### config.mk
export PLATFORM = sky130hd
export DESIGN_NAME = mfm_mark_codec
export DESIGN_NICKNAME = d
export VERILOG_FILES = /design/src/rtl/mfm_mark_pkg.sv /design/src/rtl/mfm_cell_encoder.sv /design/src/rtl/mfm_tx_framer.sv /design/src/rtl/mfm_rx_framer.sv /design/src/rtl/mfm_mark_codec.sv
export SDC_FILE = /design/constraint.sdc
export NUM_CORES = 1
export LEC_CHECK = 0
export BUFFER_PORTS_ARGS = -buffer_cell sky130_fd_sc_hd__buf_2
export CAP_MARGIN = 40
export CORE_MARGIN = 1.5
export CORE_UTILIZATION = 30
export DETAILED_ROUTE_END_ITERATION = 8
export SETUP_SLACK_MARGIN = 0.05
export SLEW_MARGIN = 0
export SYNTH_ARGS = -nofsm -noshare
export SYNTH_HDL_FRONTEND = slang
export SYNTH_SLANG_ARGS = --single-unit
### constraint.sdc
create_clock -name clk -period 5.39 [get_ports clk]
set_clock_uncertainty 0.2 [all_clocks]
set_input_delay 0.2695 -clock clk [delete_from_list [all_inputs] [get_ports clk]]
set_output_delay 0.2695 -clock clk [all_outputs]
set_load 0.005 [all_outputs]
### src/rtl/mfm_mark_pkg.sv
package mfm_mark_pkg;

    localparam int          CELLS_PER_BYTE = 16;
    localparam logic [7:0]  SYNC_BYTE      = 8'hA1;
    localparam logic [7:0]  ID_TAG         = 8'hFE;
    localparam logic [7:0]  DATA_TAG       = 8'hF8;
    localparam logic [15:0] SYNC_CELLS     = 16'h4489;
    localparam logic [15:0] CRC_POLY       = 16'h1021;
    localparam logic [15:0] CRC_SEED       = 16'hFFFF;
    // data bit whose leading clock cell is dropped in a sync mark
    localparam int          GAP_BIT        = 2;

    typedef enum logic [1:0] {
        CMD_DATA   = 2'd0,
        CMD_MARK   = 2'd1,
        CMD_CRC_HI = 2'd2,
        CMD_CRC_LO = 2'd3
    } wr_cmd_e;

    typedef enum logic {
        TX_IDLE,
        TX_SEND
    } tx_state_e;

    typedef enum logic [1:0] {
        RX_HUNT,
        RX_MARK,
        RX_BODY,
        RX_CRC
    } rx_state_e;

    // CRC update with one byte, most significant bit first
    function automatic logic [15:0] crc_byte(input logic [15:0] c, input logic [7:0] b);
        logic [15:0] r;
        r = c;
        for (int i = 7; i >= 0; i--) begin
            if (r[15] ^ b[i]) r = {r[14:0], 1'b0} ^ CRC_POLY;
            else              r = {r[14:0], 1'b0};
        end
        return r;
    endfunction

    // pick the data cells (even positions) out of a 16-cell word
    function automatic logic [7:0] cells_to_byte(input logic [15:0] w);
        logic [7:0] b;
        for (int i = 0; i < 8; i++) b[i] = w[2*i];
        return b;
    endfunction

endpackage

### src/rtl/mfm_cell_encoder.sv
module mfm_cell_encoder #(
    parameter int GAP = 2
) (
    input  logic [7:0]  data,
    input  logic        prev,
    input  logic        mark,
    output logic [15:0] cells
);
    // chain[i+1] is the data bit written just before data[i]
    logic [8:0] chain;
    assign chain = {prev, data};

    generate
        for (genvar i = 0; i < 8; i++) begin : g_bit
            logic drop;
            logic clk_cell;
            assign drop          = mark && (i == GAP);
            assign clk_cell      = ~chain[i+1] & ~chain[i] & ~drop;
            assign cells[2*i+1]  = clk_cell;
            assign cells[2*i]    = chain[i];
        end
    endgenerate
endmodule

### src/rtl/mfm_tx_framer.sv
module mfm_tx_framer
    import mfm_mark_pkg::*;
(
    input  logic       clk,
    input  logic       rst_n,
    input  logic       wr_valid,
    input  logic [1:0] wr_cmd,
    input  logic [7:0] wr_data,
    output logic       wr_ready,
    output logic       tx_cell,
    output logic       tx_busy
);
    localparam int CNT_W = $clog2(CELLS_PER_BYTE);
    localparam logic [CNT_W-1:0] LAST_CELL = CNT_W'(CELLS_PER_BYTE - 1);

    tx_state_e         state, state_nx;
    logic [CNT_W-1:0]  cell_cnt;
    logic [15:0]       shreg;
    logic [15:0]       crc;
    logic              last_bit;
    logic              after_mark;
    logic              accept;
    logic              last_cell;
    logic [7:0]        sel_byte;
    logic              is_mark;
    logic [15:0]       enc_cells;
    wr_cmd_e           cmd;

    assign cmd       = wr_cmd_e'(wr_cmd);
    assign is_mark   = (cmd == CMD_MARK);
    assign last_cell = (state == TX_SEND) && (cell_cnt == LAST_CELL);
    assign accept    = wr_valid && wr_ready;

    always_comb begin
        unique case (cmd)
            CMD_DATA:   sel_byte = wr_data;
            CMD_MARK:   sel_byte = SYNC_BYTE;
            CMD_CRC_HI: sel_byte = crc[15:8];
            CMD_CRC_LO: sel_byte = crc[7:0];
        endcase
    end

    mfm_cell_encoder #(.GAP(GAP_BIT)) u_enc (
        .data  (sel_byte),
        .prev  (last_bit),
        .mark  (is_mark),
        .cells (enc_cells)
    );

    // state register
    always_ff @(posedge clk or negedge rst_n) begin
        if (!rst_n) state <= TX_IDLE;
        else        state <= state_nx;
    end

    always_comb begin
        state_nx = state;
        unique case (state)
            TX_IDLE: if (accept) state_nx = TX_SEND;
            TX_SEND: if (last_cell && !accept) state_nx = TX_IDLE;
        endcase
    end

    // outputs
    always_comb begin
        wr_ready = (state == TX_IDLE) || last_cell;
        tx_busy  = (state == TX_SEND);
        tx_cell  = (state == TX_SEND) ? shreg[15] : 1'b0;
    end

    // datapath
    always_ff @(posedge clk or negedge rst_n) begin
        if (!rst_n) begin
            cell_cnt   <= '0;
            shreg      <= '0;
            crc        <= CRC_SEED;
            last_bit   <= 1'b0;
            after_mark <= 1'b0;
        end else if (accept) begin
            shreg      <= enc_cells;
            cell_cnt   <= '0;
            last_bit   <= sel_byte[0];
            after_mark <= is_mark;
            unique case (cmd)
                CMD_MARK:   crc <= crc_byte(after_mark ? crc : CRC_SEED, SYNC_BYTE);
                CMD_DATA:   crc <= crc_byte(crc, wr_data);
                CMD_CRC_HI,
                CMD_CRC_LO: crc <= crc;
            endcase
        end else if (state == TX_SEND) begin
            shreg    <= {shreg[14:0], 1'b0};
            cell_cnt <= cell_cnt + CNT_W'(1);
        end
    end
endmodule

### src/rtl/mfm_rx_framer.sv
module mfm_rx_framer
    import mfm_mark_pkg::*;
#(
    parameter int ID_LEN   = 4,
    parameter int DATA_LEN = 256
) (
    input  logic       clk,
    input  logic       rst_n,
    input  logic       rx_cell,
    output logic       rx_sync,
    output logic       rx_field_start,
    output logic       rx_field_id,
    output logic [7:0] rx_data,
    output logic       rx_data_valid,
    output logic       rx_field_done,
    output logic       rx_crc_ok,
    output logic       rx_mark_bad
);
    localparam int LEN_MAX = (ID_LEN > DATA_LEN) ? ID_LEN : DATA_LEN;
    localparam int BCNT_W  = $clog2(LEN_MAX + 1);
    localparam int CNT_W   = $clog2(CELLS_PER_BYTE);
    localparam logic [CNT_W-1:0]  LAST_CELL = CNT_W'(CELLS_PER_BYTE - 1);
    localparam logic [BCNT_W-1:0] ID_LAST   = BCNT_W'(ID_LEN - 1);
    localparam logic [BCNT_W-1:0] DATA_LAST = BCNT_W'(DATA_LEN - 1);

    rx_state_e          state, state_nx;
    logic [14:0]        sh;
    logic [15:0]        nxt;
    logic [CNT_W-1:0]   cnt;
    logic [BCNT_W-1:0]  bcnt;
    logic [BCNT_W-1:0]  body_last;
    logic [15:0]        crc;
    logic [15:0]        crc_nx;
    logic               kind_id;
    logic               byte_end;
    logic               mark_hit;
    logic               tag_ok;
    logic [7:0]         cur_byte;

    assign nxt       = {sh, rx_cell};
    assign mark_hit  = (nxt == SYNC_CELLS);
    assign byte_end  = (cnt == LAST_CELL);
    assign cur_byte  = cells_to_byte(nxt);
    assign tag_ok    = (cur_byte == ID_TAG) || (cur_byte == DATA_TAG);
    assign body_last = kind_id ? ID_LAST : DATA_LAST;
    assign crc_nx    = crc_byte(crc, cur_byte);
    assign rx_field_id = kind_id;

    // state register
    always_ff @(posedge clk or negedge rst_n) begin
        if (!rst_n) state <= RX_HUNT;
        else        state <= state_nx;
    end

    always_comb begin
        state_nx = state;
        unique case (state)
            RX_HUNT: if (mark_hit) state_nx = RX_MARK;
            RX_MARK: if (byte_end) begin
                if (mark_hit)    state_nx = RX_MARK;
                else if (tag_ok) state_nx = RX_BODY;
                else             state_nx = RX_HUNT;
            end
            RX_BODY: if (byte_end && bcnt == body_last) state_nx = RX_CRC;
            RX_CRC:  if (byte_end && bcnt == BCNT_W'(1)) state_nx = RX_HUNT;
        endcase
    end

    // datapath and registered outputs
    always_ff @(posedge clk or negedge rst_n) begin
        if (!rst_n) begin
            sh             <= '0;
            cnt            <= '0;
            bcnt           <= '0;
            crc            <= CRC_SEED;
            kind_id        <= 1'b0;
            rx_sync        <= 1'b0;
            rx_field_start <= 1'b0;
            rx_data        <= '0;
            rx_data_valid  <= 1'b0;
            rx_field_done  <= 1'b0;
            rx_crc_ok      <= 1'b0;
            rx_mark_bad    <= 1'b0;
        end else begin
            sh             <= nxt[14:0];
            rx_sync        <= 1'b0;
            rx_field_start <= 1'b0;
            rx_data_valid  <= 1'b0;
            rx_field_done  <= 1'b0;
            rx_mark_bad    <= 1'b0;
            unique case (state)
                RX_HUNT: begin
                    if (mark_hit) begin
                        cnt     <= '0;
                        crc     <= crc_byte(CRC_SEED, SYNC_BYTE);
                        rx_sync <= 1'b1;
                    end
                end
                RX_MARK: begin
                    cnt <= cnt + CNT_W'(1);
                    if (byte_end) begin
                        if (mark_hit) begin
                            crc     <= crc_byte(crc, SYNC_BYTE);
                            rx_sync <= 1'b1;
                        end else if (tag_ok) begin
                            crc            <= crc_nx;
                            kind_id        <= (cur_byte == ID_TAG);
                            bcnt           <= '0;
                            rx_field_start <= 1'b1;
                        end else begin
                            rx_mark_bad <= 1'b1;
                        end
                    end
                end
                RX_BODY: begin
                    cnt <= cnt + CNT_W'(1);
                    if (byte_end) begin
                        crc           <= crc_nx;
                        rx_data       <= cur_byte;
                        rx_data_valid <= 1'b1;
                        bcnt          <= (bcnt == body_last) ? '0 : bcnt + BCNT_W'(1);
                    end
                end
                RX_CRC: begin
                    cnt <= cnt + CNT_W'(1);
                    if (byte_end) begin
                        crc  <= crc_nx;
                        bcnt <= bcnt + BCNT_W'(1);
                        if (bcnt == BCNT_W'(1)) begin
                            rx_field_done <= 1'b1;
                            rx_crc_ok     <= (crc_nx == 16'h0000);
                        end
                    end
                end
            endcase
        end
    end
endmodule

### src/rtl/mfm_mark_codec.sv
module mfm_mark_codec #(
    parameter int ID_LEN   = 4,
    parameter int DATA_LEN = 256
) (
    input  logic       clk,
    input  logic       rst_n,
    input  logic       wr_valid,
    input  logic [1:0] wr_cmd,
    input  logic [7:0] wr_data,
    output logic       wr_ready,
    output logic       tx_cell,
    output logic       tx_busy,
    input  logic       rx_cell,
    output logic       rx_sync,
    output logic       rx_field_start,
    output logic       rx_field_id,
    output logic [7:0] rx_data,
    output logic       rx_data_valid,
    output logic       rx_field_done,
    output logic       rx_crc_ok,
    output logic       rx_mark_bad
);
    mfm_tx_framer u_tx (
        .clk      (clk),
        .rst_n    (rst_n),
        .wr_valid (wr_valid),
        .wr_cmd   (wr_cmd),
        .wr_data  (wr_data),
        .wr_ready (wr_ready),
        .tx_cell  (tx_cell),
        .tx_busy  (tx_busy)
    );

    mfm_rx_framer #(.ID_LEN(ID_LEN), .DATA_LEN(DATA_LEN)) u_rx (
        .clk            (clk),
        .rst_n          (rst_n),
        .rx_cell        (rx_cell),
        .rx_sync        (rx_sync),
        .rx_field_start (rx_field_start),
        .rx_field_id    (rx_field_id),
        .rx_data        (rx_data),
        .rx_data_valid  (rx_data_valid),
        .rx_field_done  (rx_field_done),
        .rx_crc_ok      (rx_crc_ok),
        .rx_mark_bad    (rx_mark_bad)
    );
endmodule

==> run_results.csv, run 1 <==
group,metric,value,unit
cts,numCtsBuffers,9,
min_path,min_to,"u_tx.crc[11]",
synth,synth_nets,565,
timing,period_share,0.517,
timing,fmax,0.359,GHz
synth,seq_area_frac_synth,0.472,
timing,rsz0062_at_grt,"false",
timing,setup_tns,0,ns
power,finalPower,2300,uW
synth,synth_cell_types,61,
cts,insertion_delay,0.34,ns
die,io_pins,32,
setup_path,path_cells,"ha_1 -> nand3_1 -> a21boi_2 -> nand2b_1 -> a221oi_1 -> nor2_1",
detailed_routing,wl_per_cell,15.0,um
detailed_routing,drc,0,
detailed_routing,vias,4044,
outcome,status,"complete, no violations",
grt,grt_pass1_wl,20200,um
min_path,hold_path_class,"in -> reg",
job,maxCapViolCount,0,
power,pwr-share-clk,0.273,
power,swShare,0.328,
synth,synth_edf_count,0,
power,leakage,0.00261,uW
min_path,whs_path_depth,3,
power,p_int,1540,uW
finish,drive_gt1_frac,0.198,
cts,root_buffer,"clkbuf_16",
cts,cts_setup_buffers,0,
cts,ctsLongestPathBuffers,2,
power,ir_worst_vdd,0.243,mV
detailed_routing,dr.pass1.iters,4,
synth,synth-main-ff-cell,"dfrtp_1",
timing,setup_viol,0,
timing,hold_viol_final,0,
synth,syn_inst,547,
finish,areaGrowthSynthToFinish,12.1,%
power,p_sw,753,uW
power,power.density,380,nW/um^2
setup_path,critical-path-top-delay-family,"compound AO/OA/AOI/OAI gates",
setup_path,cp.required,5.46,ns
setup_path,reg2regPathDepth,6,
die,core,17400,sq um
setup_path,cp-start-kind,"flip-flop",
grt,grt_pass1_vias,3891,
synth,yosys_warnings,0,
setup_path,timing.reg2reg.setup_slack,2.60,ns
grt,antenna_found_initial,0,
finish,layout_common_cells,"68 x dfrtp_1, 62 x nand2_1, 58 x nor2_1",
die,dieHeight,137,um
grt,grt.overflow.total,0,
min_path,holdCritStartpoint,"wr_data[6]",
die,start_util,0.309,
detailed_routing,routed_via_density,5.08,
placement,dp_hpwl,8350,um
die,dieWidth,137,um
setup_path,cp_max_fo,25,
finish,final_nets,584,
finish,final_common_cell,"dfrtp_1",
die,die-area,18800,sq um
synth,syn_area,5390,sq um
setup_path,critical_path_class,"reg -> reg",
setup_path,cp.arrival,2.86,ns
placement,numPortBuffers,31,
timing,drv_slew,0,
power,power_frac_seq,0.458,
cts,cts_tree,"built",
timing,slew_headroom,0.440,
cts,cts_num_sinks,100,
timing,finalCriticalPeriod,2.79,ns
timing,worst_pin_slew,0.840,ns
finish,antennaDiodeCount,0,
grt,grt_usage,0.136,
detailed_routing,wirelength,12000,um
synth,ys_seq_elements,100,
setup_path,slowest_delay,0.66,ns
grt,grt_max_degree,52,
die,row_count,48,
detailed_routing,drt_iter0_drc,257,
cts,clk_pin_slew,0.07,ns
synth,avgSynthCellArea,9.85,sq um
detailed_routing,antenna_left,0,
setup_path,end_kind,"flip-flop",
setup_path,r2r_end,"u_tx.crc[12]",
power,p_comb_frac,0.270,
cts,h-tree-depth,3,
setup_path,timing.rr.start,"u_tx.cell_cnt[0]",
setup_path,startpoint,"u_tx.cell_cnt[0]",
setup_path,path_buf_inv,0,
placement,place_congestion,0.804,
setup_path,cp_slowest_cell,"nand2b_1",
synth,async_flop_share,1.00,
## power by group through the flow
| stage | clock network [uW] | logic (uW) | registers (uW) |
|---|---|---|---|
| global route | 679 | 698 | 1070 |
| finish | 626 | 620 | 1050 |
| CTS | 646 | 628 | 1050 |
| global placement | 0 | 596 | 1060 |
| detailed placement | 0 | 623 | 1060 |
| floorplan | 0 | 522 | 1010 |
## synthesized netlist by cell type, types with 5 or more instances
cell type,number,share of area
nor2_1,58,0.040
inv_1,9,0.0063
nand2_1,62,0.043
nor3_1,10,0.0093
or3_1,5,0.0058
a31oi_1,11,0.013
dfrtp_1,68,0.32
a21oi_1,20,0.019
nand3_1,10,0.0093
clkbuf_1,14,0.0098
mux2_2,14,0.029
xor2_1,20,0.033
xnor2_1,37,0.060
nand4_1,9,0.010
a211oi_1,7,0.0098
o21a_1,6,0.0084
dfstp_2,32,0.16
and2_1,5,0.0058
a21o_1,8,0.011
o21ai_0,54,0.050
mux2i_1,9,0.017
buf_2,13,0.012
## what timing repair did
| item | CTS | global route |
|---|---|---|
| hold endpoints to repair | 35 | 0 |
| resized for setup | 0 | 0 |
| hold buffers | 3 | 0 |
## state kept, by name (all words and copies together), names as in the netlist, 4 cells and up, named ones only
name           cells
u_rx.crc          16
u_rx.cnt           4
u_tx.shreg        16
u_rx.bcnt          9
u_rx.rx_data       8
u_rx.sh           15
u_tx.crc          16
u_tx.cell_cnt      4
## kinds of logic (layout without fill, tap and decap cells)
family,after synthesis,in the layout,share of synthesized area
adder cells (fa/ha/maj),4,4,0.00929
AO/OA/AOI/OAI,134,134,0.157
buffers and inverters,38,62,0.0309
multiplexers,24,24,0.0481
XOR/XNOR,65,65,0.124
flip-flops,100,100,0.472
AND/OR/NAND/NOR,182,182,0.159
## metal layers
layer | up-vias | wire length (um) | GRT usage
met5 | - | 0 | 0
met2 | 71 | 6020 | 0.235
li1 | 1956 | - | -
met4 | 0 | 109 | 0.0333
met3 | 9 | 398 | 0.0267
met1 | 2008 | 5420 | 0.176
## area by class of cell
type / count / area (sq um)
Clock buffer: 11 / 243
Clock inverter: 5 / 45.0
Fill cell: 1773 / 11400
Inverter: 9 / 33.8
Multi-Input combinational cell: 409 / 2690
Sequential cell: 100 / 2540
Tap cell: 225 / 282
Timing Repair Buffer: 37 / 210
## through the flow
| step | utilization | hold WS [ns] | worst slack, ns | instance area, sq um | std cells |
|---|---|---|---|---|---|
| floorplan | - | -0.226 | 3.43 | 5390 | 547 |
| global placement | 0.328 | 0.132 | 2.69 | 5720 | 776 |
| detailed placement | 0.329 | 0.137 | 2.61 | 5720 | 777 |
| CTS | 0.347 | 0.0834 | 2.60 | 6040 | 796 |
| global route | 0.347 | 0.110 | 2.30 | 6040 | 796 |
| finish | 0.347 | 0.0934 | 2.60 | 6040 | 796 |
## worst min-delay path, delay by kind of cell
kind	cells	cell delay, ns
buffers and inverters	1	0.14
AOI/OAI and AO/OA	2	0.22
## how the worst max path moves through the flow
stage	slack, ns	to	depth (start not counted)
after floorplan	3.43	u_rx.crc[7]	5
after global placement	2.69	u_tx.crc[6]	6
after detailed placement	2.61	u_tx.crc[12]	6
after CTS	2.60	u_tx.crc[6]	6
after global routing	2.30	u_tx.crc[12]	6
final	2.60	u_tx.crc[12]	6
(Power assumes the default switching activity.)
==> inputs of run 2 (changes only) <==
Clock period 5.39 ns to 2.8 ns, I/O delays scaled along.
==> run_results.csv, run 2 (synthesis results as in run 1) <==
group,metric,value,unit
outcome,status,"complete, no violations",
timing,fmax,0.408,GHz
timing,slew_headroom,0.411,
setup_path,cp-start-kind,"flip-flop",
detailed_routing,vias,4078,
finish,drive_gt1_frac,0.201,
placement,numPortBuffers,31,
power,p_int,3070,uW
detailed_routing,dr.pass1.iters,4,
power,swShare,0.321,
power,p_comb_frac,0.268,
setup_path,end_kind,"flip-flop",
finish,final_common_cell,"dfrtp_1",
power,pwr-share-clk,0.286,
finish,finalNonFillerCells,802,
power,power.density,737,nW/um^2
cts,root_buffer,"clkbuf_16",
power,leakage,0.00265,uW
finish,final_nets,590,
finish,fin_util,0.352,
grt,grt_usage,0.142,
min_path,hold_path_class,"in -> reg",
grt,grt_pass1_wl,20700,um
detailed_routing,antenna_left,0,
detailed_routing,wirelength,12400,um
cts,cts_num_sinks,100,
detailed_routing,drc,0,
detailed_routing,routed_via_density,5.08,
grt,grt_max_degree,64,
placement,place_congestion,0.835,
setup_path,cp.required,2.87,ns
setup_path,cp_max_fo,12,
die,dieHeight,137,um
cts,insertion_delay,0.35,ns
finish,antennaDiodeCount,0,
placement,dp_hpwl,8690,um
timing,setup_viol,0,
die,core,17400,sq um
cts,ctsLongestPathBuffers,2,
power,ir_worst_vdd,0.385,mV
placement,dp_cells,780,
grt,grt.overflow.total,0,
timing,setup_tns,0,ns
detailed_routing,wl_per_cell,15.4,um
die,row_count,48,
grt,grt_pass1_vias,4094,
timing,finalCriticalPeriod,2.45,ns
finish,layout_common_cells,"68 x dfrtp_1, 62 x nand2_1, 58 x nor2_1",
finish,largestRegisters,"u_rx.crc (16), u_tx.crc (16), u_tx.shreg (16)",
detailed_routing,drt_iter0_drc,228,
setup_path,cp.arrival,2.52,ns
cts,cts_setup_buffers,0,
die,dieWidth,137,um
cts,cts_tree,"built",
finish,n_fill_cell,1765,
cts,clk_pin_slew,0.07,ns
timing,drv_slew,0,
die,die-area,18800,sq um
timing,period_share,0.876,
setup_path,critical_path_class,"reg -> reg",
placement,pre_cts_slack,0.384,ns
die,start_util,0.309,
die,io_pins,32,
job,maxCapViolCount,0,
cts,h-tree-depth,3,
grt,antenna_found_initial,0,
power,power_frac_seq,0.447,
timing,hold_viol_final,0,
cts,numCtsBuffers,9,
timing,worst_slack,0.348,ns
finish,areaGrowthSynthToFinish,13.7,%
timing,worst_pin_slew,0.884,ns
power,p_sw,1450,uW
timing,rsz0062_at_grt,"false",
[run 2: changes by cell type in the layout (fill, tap and decap cells not counted), sizes merged]
cell	previous run	this run
buf	34	37
bufinv	0	1
clkinv	2	1
dlygate4sd3	3	6
clkinvlp	1	0
inv	11	12
[run 2: critical path, stage by stage, from the launching register on]
cell and delay, ns:
dfrtp_1 0.46, nor4_1 0.34, nand4_1 0.49, a21oi_1 0.43
o32ai_1 0.13, mux2_1 0.32
[run 2: area by class of cell]
type	count	area, sq um	area share
multi-input combinational	409	2690	0.438
inverter	9	33.8	0.00551
clock buffer	11	243	0.0396
tap	225	282	0.0459
sequential	100	2540	0.415
timing repair buffer	43	275	0.0449
clock inverter	5	65.1	0.0106
[run 2: final timing paths]
kind                            slack (ns)              end        start  cells past startpoint
worst min-delay path                  0.02     u_tx.crc[10]   wr_data[5]                      4
min in group asynchronous             0.09  u_rx.rx_data[3]        rst_n                      2
worst min register to register        0.18       u_rx.sh[1]   u_rx.sh[0]                      0
worst max register to register        0.35     u_rx.crc[12]  u_rx.sh[11]                      5
max in group asynchronous             1.56     u_tx.crc[12]        rst_n                      3
worst max-delay path                  0.35     u_rx.crc[12]  u_rx.sh[11]                      5
[run 2: per-layer routing]
metal,global-route usage,vias up,part of all wire
met5,0,-,0
met4,0.0444,0,0.014
met3,0.0293,15,0.033
met2,0.246,71,0.50
met1,0.176,2021,0.45
li1,-,1971,-
[run 2: per-stage QoR]
| step | instance area, sq um | hold slack [ns] | power (uW) |
|---|---|---|---|
| 5_1_grt | 6130 | 0.109 | 4830 |
| 3_5_place_dp | 5760 | -0.0443 | 3240 |
| 2_1_floorplan | 5390 | -0.356 | 2940 |
| 4_1_cts | 6130 | 0.00550 | 4570 |
| 6_report | 6130 | 0.0223 | 4520 |
| 3_3_place_gp | 5760 | -0.0622 | 3180 |
[run 2: power by group through the flow]
| stage | Sequential (uW) | Combinational (uW) | Clock [uW] |
|---|---|---|---|
| after detailed placement | 2040 | 1200 | 0 |
| final | 2020 | 1210 | 1290 |
| after floorplan | 1940 | 1000 | 0 |
| after CTS | 2010 | 1220 | 1340 |
| after global placement | 2030 | 1150 | 0 |
| after global routing | 2060 | 1380 | 1390 |
[run 2: what timing repair did]
action,4_1_cts,5_1_grt
resized for setup,0,0
endpoints found under the hold margin,43,0
hold buffers,6,0
